File: src/rtl/sg_walk_pkg.sv
package sg_walk_pkg;
  localparam int WORD_W      = 32;
  localparam int SEG_LEN_W   = 28;
  localparam int SEG_ADDR_W  = 31;
  localparam int END_BIT     = 31;
  localparam int DESC_BYTES  = 8;
  localparam int HI_OFFSET   = 4;

  typedef struct packed {
    logic loadBase;
    logic reqHi;
    logic captureLen;
    logic captureAdr;
    logic advance;
    logic finish;
    logic finishErr;
  } walk_strobe_t;

  typedef enum logic [2:0] {
    ST_IDLE, ST_REQ_LEN, ST_WAIT_LEN, ST_REQ_ADR, ST_WAIT_ADR, ST_EMIT
  } walk_state_t;
endpackage

File: src/rtl/sg_walk_ctrl.sv
module sg_walk_ctrl
  import sg_walk_pkg::*;
(
  input  logic         clk,
  input  logic         rst_n,
  input  logic         start,
  input  logic         memReqReady,
  input  logic         memRspValid,
  input  logic         segReady,
  input  logic         endFlag,
  input  logic         atCap,
  output logic         busy,
  output logic         memReqValid,
  output logic         segValid,
  output walk_strobe_t stb
);
  walk_state_t state, nextState;

  always_ff @(posedge clk or negedge rst_n) begin
    if (!rst_n) state <= ST_IDLE;
    else        state <= nextState;
  end

  always_comb begin
    nextState = state;
    stb = '0;
    stb.reqHi = (state == ST_REQ_ADR);
    case (state)
      ST_IDLE: if (start) begin
        stb.loadBase = 1'b1;
        nextState = ST_REQ_LEN;
      end
      ST_REQ_LEN:  if (memReqReady) nextState = ST_WAIT_LEN;
      ST_WAIT_LEN: if (memRspValid) begin
        stb.captureLen = 1'b1;
        nextState = ST_REQ_ADR;
      end
      ST_REQ_ADR:  if (memReqReady) nextState = ST_WAIT_ADR;
      ST_WAIT_ADR: if (memRspValid) begin
        stb.captureAdr = 1'b1;
        nextState = ST_EMIT;
      end
      ST_EMIT: if (segReady) begin
        stb.advance = 1'b1;
        if (endFlag || atCap) begin
          stb.finish = 1'b1;
          stb.finishErr = !endFlag;
          nextState = ST_IDLE;
        end else begin
          nextState = ST_REQ_LEN;
        end
      end
      default: nextState = ST_IDLE;
    endcase
  end

  assign busy        = (state != ST_IDLE);
  assign memReqValid = (state == ST_REQ_LEN) || (state == ST_REQ_ADR);
  assign segValid    = (state == ST_EMIT);
endmodule

File: src/rtl/sg_walk_datapath.sv
module sg_walk_datapath
  import sg_walk_pkg::*;
#(
  parameter int ADDR_W      = 32,
  parameter int MAX_ENTRIES = 16,
  parameter int CNT_W       = $clog2(MAX_ENTRIES + 1)
) (
  input  logic                  clk,
  input  logic                  rst_n,
  input  walk_strobe_t          stb,
  input  logic [ADDR_W-1:0]     baseAddr,
  input  logic [WORD_W-1:0]     memRspData,
  output logic [ADDR_W-1:0]     memReqAddr,
  output logic [SEG_ADDR_W-1:0] segAddr,
  output logic [SEG_LEN_W-1:0]  segLen,
  output logic                  segLast,
  output logic                  endFlag,
  output logic                  atCap,
  output logic                  done,
  output logic                  doneErr,
  output logic [CNT_W-1:0]      doneCount
);
  logic [ADDR_W-1:0]     baseReg;
  logic [CNT_W-1:0]      entryIdx;
  logic [SEG_LEN_W-1:0]  lenReg;
  logic                  endReg;
  logic [SEG_ADDR_W-1:0] adrReg;
  logic [CNT_W-1:0]      nextIdx;

  assign nextIdx = entryIdx + CNT_W'(1);

  always_ff @(posedge clk or negedge rst_n) begin
    if (!rst_n) begin
      baseReg   <= '0;
      entryIdx  <= '0;
      lenReg    <= '0;
      endReg    <= 1'b0;
      adrReg    <= '0;
      done      <= 1'b0;
      doneErr   <= 1'b0;
      doneCount <= '0;
    end else begin
      done <= stb.finish;
      if (stb.loadBase) begin
        baseReg  <= baseAddr;
        entryIdx <= '0;
      end
      if (stb.captureLen) begin
        lenReg <= memRspData[SEG_LEN_W-1:0];
        endReg <= memRspData[END_BIT];
      end
      if (stb.captureAdr) adrReg <= memRspData[SEG_ADDR_W-1:0];
      if (stb.advance) entryIdx <= nextIdx;
      if (stb.finish) begin
        doneErr   <= stb.finishErr;
        doneCount <= nextIdx;
      end
    end
  end

  assign memReqAddr = baseReg + (ADDR_W'(entryIdx) * ADDR_W'(DESC_BYTES))
                    + (stb.reqHi ? ADDR_W'(HI_OFFSET) : '0);
  assign segAddr = adrReg;
  assign segLen  = lenReg;
  assign segLast = endReg;
  assign endFlag = endReg;
  assign atCap   = (entryIdx == CNT_W'(MAX_ENTRIES - 1));
endmodule

File: src/rtl/sg_desc_walker.sv
module sg_desc_walker
  import sg_walk_pkg::*;
#(
  parameter int ADDR_W      = 32,
  parameter int MAX_ENTRIES = 16,
  localparam int CNT_W      = $clog2(MAX_ENTRIES + 1)
) (
  input  logic                  clk,
  input  logic                  rst_n,
  input  logic                  start,
  input  logic [ADDR_W-1:0]     baseAddr,
  output logic                  busy,
  output logic                  memReqValid,
  input  logic                  memReqReady,
  output logic [ADDR_W-1:0]     memReqAddr,
  input  logic                  memRspValid,
  input  logic [31:0]           memRspData,
  output logic                  segValid,
  input  logic                  segReady,
  output logic [30:0]           segAddr,
  output logic [27:0]           segLen,
  output logic                  segLast,
  output logic                  done,
  output logic                  doneErr,
  output logic [CNT_W-1:0]      doneCount
);
  walk_strobe_t stb;
  logic endFlag, atCap;

  sg_walk_ctrl ctrl_i (
    .clk(clk), .rst_n(rst_n), .start(start),
    .memReqReady(memReqReady), .memRspValid(memRspValid),
    .segReady(segReady), .endFlag(endFlag), .atCap(atCap),
    .busy(busy), .memReqValid(memReqValid), .segValid(segValid), .stb(stb)
  );

  sg_walk_datapath #(.ADDR_W(ADDR_W), .MAX_ENTRIES(MAX_ENTRIES), .CNT_W(CNT_W)) dp_i (
    .clk(clk), .rst_n(rst_n), .stb(stb), .baseAddr(baseAddr),
    .memRspData(memRspData), .memReqAddr(memReqAddr),
    .segAddr(segAddr), .segLen(segLen), .segLast(segLast),
    .endFlag(endFlag), .atCap(atCap),
    .done(done), .doneErr(doneErr), .doneCount(doneCount)
  );
endmodule

File: config.mk
export PLATFORM = sky130hd
export DESIGN_NAME = sg_desc_walker
export DESIGN_NICKNAME = d
export VERILOG_FILES = /design/src/rtl/sg_walk_pkg.sv /design/src/rtl/sg_walk_ctrl.sv /design/src/rtl/sg_walk_datapath.sv /design/src/rtl/sg_desc_walker.sv
export SDC_FILE = /design/constraint.sdc
export NUM_CORES = 1
export LEC_CHECK = 0
export BUFFER_PORTS_ARGS = -buffer_cell sky130_fd_sc_hd__buf_2
export CAP_MARGIN = 20
export CORE_MARGIN = 5
export CORE_UTILIZATION = 35
export CTS_CLUSTER_DIAMETER = 40
export DETAILED_ROUTE_END_ITERATION = 7
export PLACE_DENSITY_LB_ADDON = 0.25
export SYNTH_ARGS = -nofsm -noshare
export SYNTH_HDL_FRONTEND = slang
export SYNTH_SLANG_ARGS = --single-unit
export TNS_END_PERCENT = 10
File: constraint.sdc
create_clock -name clk -period 3.3 [get_ports clk]
set_input_delay 0.495 -clock clk [delete_from_list [all_inputs] [get_ports clk]]
set_output_delay 0.495 -clock clk [all_outputs]
set_load 0.05 [all_outputs]
## Yosys cells after proc, flatten, opt, wreduce, memory -nomap -nowiden

Index checks and enable logic that the tools add are counted.

| cells by class | value |
|---|---|
| add/sub/neg operators | 3 |
| reductions and logical operators | 7 |
| equality and inequality tests | 12 |
| multiplexer cells | 19 |

Operators by type and width:

| kind | count |
|---|---|
| 32-bit adder | 1 |
| 32-bit by 8-bit adder with 32-bit output | 1 |
| 3-bit 2-to-1 mux | 9 |
| 3-bit case mux with 6 select lines | 1 |
| 5-bit 2-to-1 mux | 2 |
| 2-bit inequality test, second input constant | 5 |
| 3-bit by 2-bit equality test with 1-bit output, second input constant | 2 |
| 3-bit equality test, second input constant | 2 |
| 1-bit 2-to-1 mux | 6 |
| 6-bit AND reduction | 1 |
| 5-bit by 1-bit adder with 5-bit output, second input constant | 1 |
| 5-bit by 4-bit equality test with 1-bit output, second input constant | 1 |
| 3-bit by 1-bit equality test with 1-bit output, second input constant | 1 |
| 3-bit logical NOT | 1 |
| 3-bit nonzero test | 1 |
| 1-bit logical OR | 2 |
| 2-bit 2-to-1 mux | 1 |
| 2-bit by 1-bit inequality test with 1-bit output, second input constant | 1 |
| 2-bit nonzero test | 1 |
| 1-bit logical NOT | 1 |

| storage, ports and cells | value |
|---|---|
| input port bits | 70 |
| logic and storage cells | 50 |
| flip-flop bits (word level) | 107 |

## Logic depth before layout (Yosys ltp)

| logic depth | value |
|---|---|
| depth after elaboration | 6 |
| mapped depth | 11 |
| gate-level depth less buffers | 9 |

## Cells and area by module

Synthesis repeated with hierarchy kept, for this count alone.

| unflattened totals | value |
|---|---|
| cell total of the unflattened synthesis | 367 |
| area, all modules | 4,888.4 sq um |

Modules (own cells, without submodules):

| module | times used | sequential area each (sq um) | area each (sq um) | cells an instance |
|---|---|---|---|---|
| sg_walk_datapath | 1 | 2,602.5 | 4,605.7 | 331 |
| sg_walk_ctrl | 1 | 75.1 | 282.8 | 36 |

## Worst setup path before layout

No wires, ideal clock.

| timing | value |
|---|---|
| path type | reg-to-output |
| start | reg ctrl_i.state[0] |
| end | out memReqAddr[14] |
| stages on the path, launching flop included | 12 |
| path buffers | 2 |
| path slack | -1,029 ps |
| arrival time | 3,834 ps |
| required time | 2,805 ps |
| cell sequence | dfrtp_1 clkbuf_1 nor2b_1 and2_1 ha_1 inv_1 fa_1 nor2b_1 o211ai_1 clkbuf_1 a211oi_1 xor2_1 |

| between the ends | value |
|---|---|
| cells in the longest elaborated chain, start to end | 3 |

Ends and longest elaborated chain:

| item | RTL line | source |
|---|---|---|
| start, declared | sg_walk_ctrl.sv:17 | `walk_state_t state, nextState;` |
| start signal, assigned | sg_walk_ctrl.sv:21 | `else state <= nextState;` |
| 3-bit by 2-bit equality test with 1-bit output | sg_walk_ctrl.sv:27 | `stb.reqHi = (state == ST_REQ_ADR);` |
| 3-bit 2-to-1 mux | sg_walk_datapath.sv:62 | `+ (stb.reqHi ? ADDR_W'(HI_OFFSET) : '0);` |
| 32-bit adder | sg_walk_datapath.sv:62 |  |
| end, declared | sg_desc_walker.sv:15 | `output logic [ADDR_W-1:0] memReqAddr,` |

Every way passes these cells.

## Worst setup path in the final report

| timing | value |
|---|---|
| start | reg ctrl_i.state[2] |
| end | out memReqAddr[28] |

The elaborated chain is that of the path after synthesis.

==> impl_metrics.toml <==
[sta]
worstMarginPinSlew_ns = 0.638
setup_viol = 1
final.setup_skew_ns = 0.00891
maxSlewViolCount = 0
post-route-min-period_ns = 3.33
fin_crit_sh = 1.01
relSlewSlack = 0.572
hold_violations = 0
whs_ns = 0.183
fin_ws_ns = -0.0265
rsz0062_at_grt = "true"
fmax_mhz = 301

[die]
core_area_um2 = 13900
die_w_um = 129
pin_count = 172
rows = 43
start_util = 0.358
die_area_um2 = 16700
chipHeight_um = 129

[placed_design]
port_buffers = 171
postPlaceCellArea_um2 = 6410
place_hpwl_um = 9140
gp_congestion = 0.829
dp.cells = 734
place_worst_setup_slack_ns = 0.174

[clocking]
clock_sinks = 107
root_buffer = "clkbuf_16"
clockBufferDepth = 2
cts_tree = "done"
clk_pin_slew_ns = 0.07
h-tree-depth = 3
cts_buffers = 9
ctsHoldBuffers = 0
clkLatencyLatePin_ns = 0.36

[detailed_routing]
drtPass1Iterations = 4
wl_met2_um = 5940
top_layer_used = "met5"
wl_met3_um = 1360
drt-total-wl_um = 12500
routed-via-count = 3755
drc = 0
via_per_inst = 4.98
wire_per_inst_um = 16.6
dr.first_iter.drc_count = 124
drt-met1-wl_um = 5050
ant_nets = 0

[final_layout]
drive_above_1_share = 0.517
register_area_um2 = 2680
n_fill_cell = 1252
mostFrequentLayoutCells = "158 x buf_2, 107 x dfrtp_1, 60 x mux2_2"
design_area_um2 = 6810
diodes = 0
nets = 648
area_delta_synth_final_pct = 36.5
final_common_cell = "buf_2"
multi_input_area_um2 = 2510
fin_cells = 754

[yosys]
syn_nets = 474
synth_warnings = 0
synth_largest_area_cell = "dfrtp_1"
yosysTopAreaCellShare = 0.536
synth_edf_count = 0
ys_seq_elements = 107
synth_cell_types = 47
ys.flop_type = "dfrtp_1"
syn_area_um2 = 4990
ys_seq_area_frac = 0.536
syn_inst = 395
postSynthAreaPerCell_um2 = 12.6
async_flop_share = 1.00
synth_area_leaders = "dfrtp_1 54%, mux2_2 14%, mux2_1 6.5%, xnor2_1 3.2%, xor2_1 2.3%"

[critical_path]
r2r_cells = 5
slowest_stage = "dfrtp_1"
required_ns = 2.80
crit_arrival_ns = 2.83
critPathLaunchType = "register"
crit_chain = "nor2b_4 > and2_4 > ha_4 > inv_2 > fa_2 > nor2b_2 > o211ai_1 > buf_12 > a2111oi_4 > xor2_4 > buf_6"
cp_max_fo = 6
setup.worst_path.end_class = "primary output"
worstSetupPathType = "reg2out"
slowest_delay_ns = 0.41

[run]
drv_cap = 0

[run_status]
outcome = "complete, but fails checks"
violations = "setup timing"

[global_routing]
grt_use_total = 0.156
antenna_found_initial = 2
grt_max_degree = 108
grt_pass1_vias = 4040
grt_first_pass_wirelength_um = 20700
overflow = 0

[hold_path]
hold_path_class = "in2async"
[logic make-up after synthesis]
family | share of synthesized area
compound gates | 0.0775
buf+inv | 0.0291
simple gates | 0.0777
xor+xnor | 0.0544
mux | 0.201
flops | 0.536
fa+ha+maj | 0.0241
[Yosys cell counts (2+ instances only)]
cell type	instances
a211oi_1	7
a211oi_2	2
a21oi_1	9
and3_1	3
and4_1	4
buf_2	8
buf_4	2
clkbuf_1	12
dfrtp_1	107
ha_1	8
inv_1	11
mux2_1	29
mux2_2	60
nand2_1	20
nand3_1	7
nand4_1	5
nand4b_1	2
nor2_1	10
nor2b_1	2
nor3_1	4
nor4b_1	2
o2111ai_1	4
o211ai_1	8
o21ai_0	10
o21ai_1	7
or3_1	2
xnor2_1	18
xor2_1	13
[path summary, 6_finish.rpt]
| kind | from | slack, ns | end |
|---|---|---|---|
| setup / recovery | ctrl_i.state[2] | -0.03 | memReqAddr[28] |
| hold / removal | rst_n | 0.18 | dp_i.done |
| setup reg to reg | dp_i.entryIdx[0] | 1.13 | dp_i.doneCount[1] |
| hold reg to reg | dp_i.doneCount[4] | 0.48 | dp_i.doneCount[4] |
| max in group asynchronous | rst_n | 2.65 | dp_i.baseReg[1] |
| min in group clk | memRspData[29] | 0.35 | dp_i.segAddr[29] |
[state kept, by name (all words and copies together) (netlist names)]
register	cells
ctrl_i.state	3
dp_i.baseReg	32
dp_i.done	1
dp_i.doneCount	5
dp_i.doneErr	1
dp_i.endFlag	1
dp_i.entryIdx	5
dp_i.segAddr	31
dp_i.segLen	28
[stage by stage]
step / util / TNS (ns)
4_1_cts: 0.489 / -0.259
6_report: 0.489 / -0.0265
3_5_place_dp: 0.460 / 0
3_3_place_gp: 0.460 / 0
5_1_grt: 0.489 / -1.43
2_1_floorplan: - / -0.558
[worst max-delay path: cells and delay by family (launching register included)]
family	cells	cell delay [ns]
AOI/OAI and AO/OA	2	0.57
adders and majority gates	2	0.46
and+or+nand+nor	3	0.42
buffers and inverters	3	0.42
DFF	1	0.41
xor gates and xnor gates	1	0.19
[what timing repair did]
action                                  4_1_cts  5_1_grt
hold endpoints to repair                      0        0
resized for setup                            17        0
endpoints found under the setup margin        9       12
pin swaps                                     5        1
setup buffers                                 3        0
cloned                                        1        0
[final cells by class]
type	count	area share
clock buffer	10	0.0351
inverter	12	0.00661
tap	180	0.0331
timing repair buffer	185	0.155
clock inverter	6	0.00882
sequential	107	0.393
multi-input combinational	254	0.368
[per-layer routing]
layer,up-vias,track usage
li1,1756,-
met1,1854,0.185
met2,127,0.255
met3,14,0.0775
met4,4,0.0422
met5,-,0
Power is left out: the tool's default activity adds up to more than one toggle a clock period on the data nets, which glitch-free logic cannot reach.
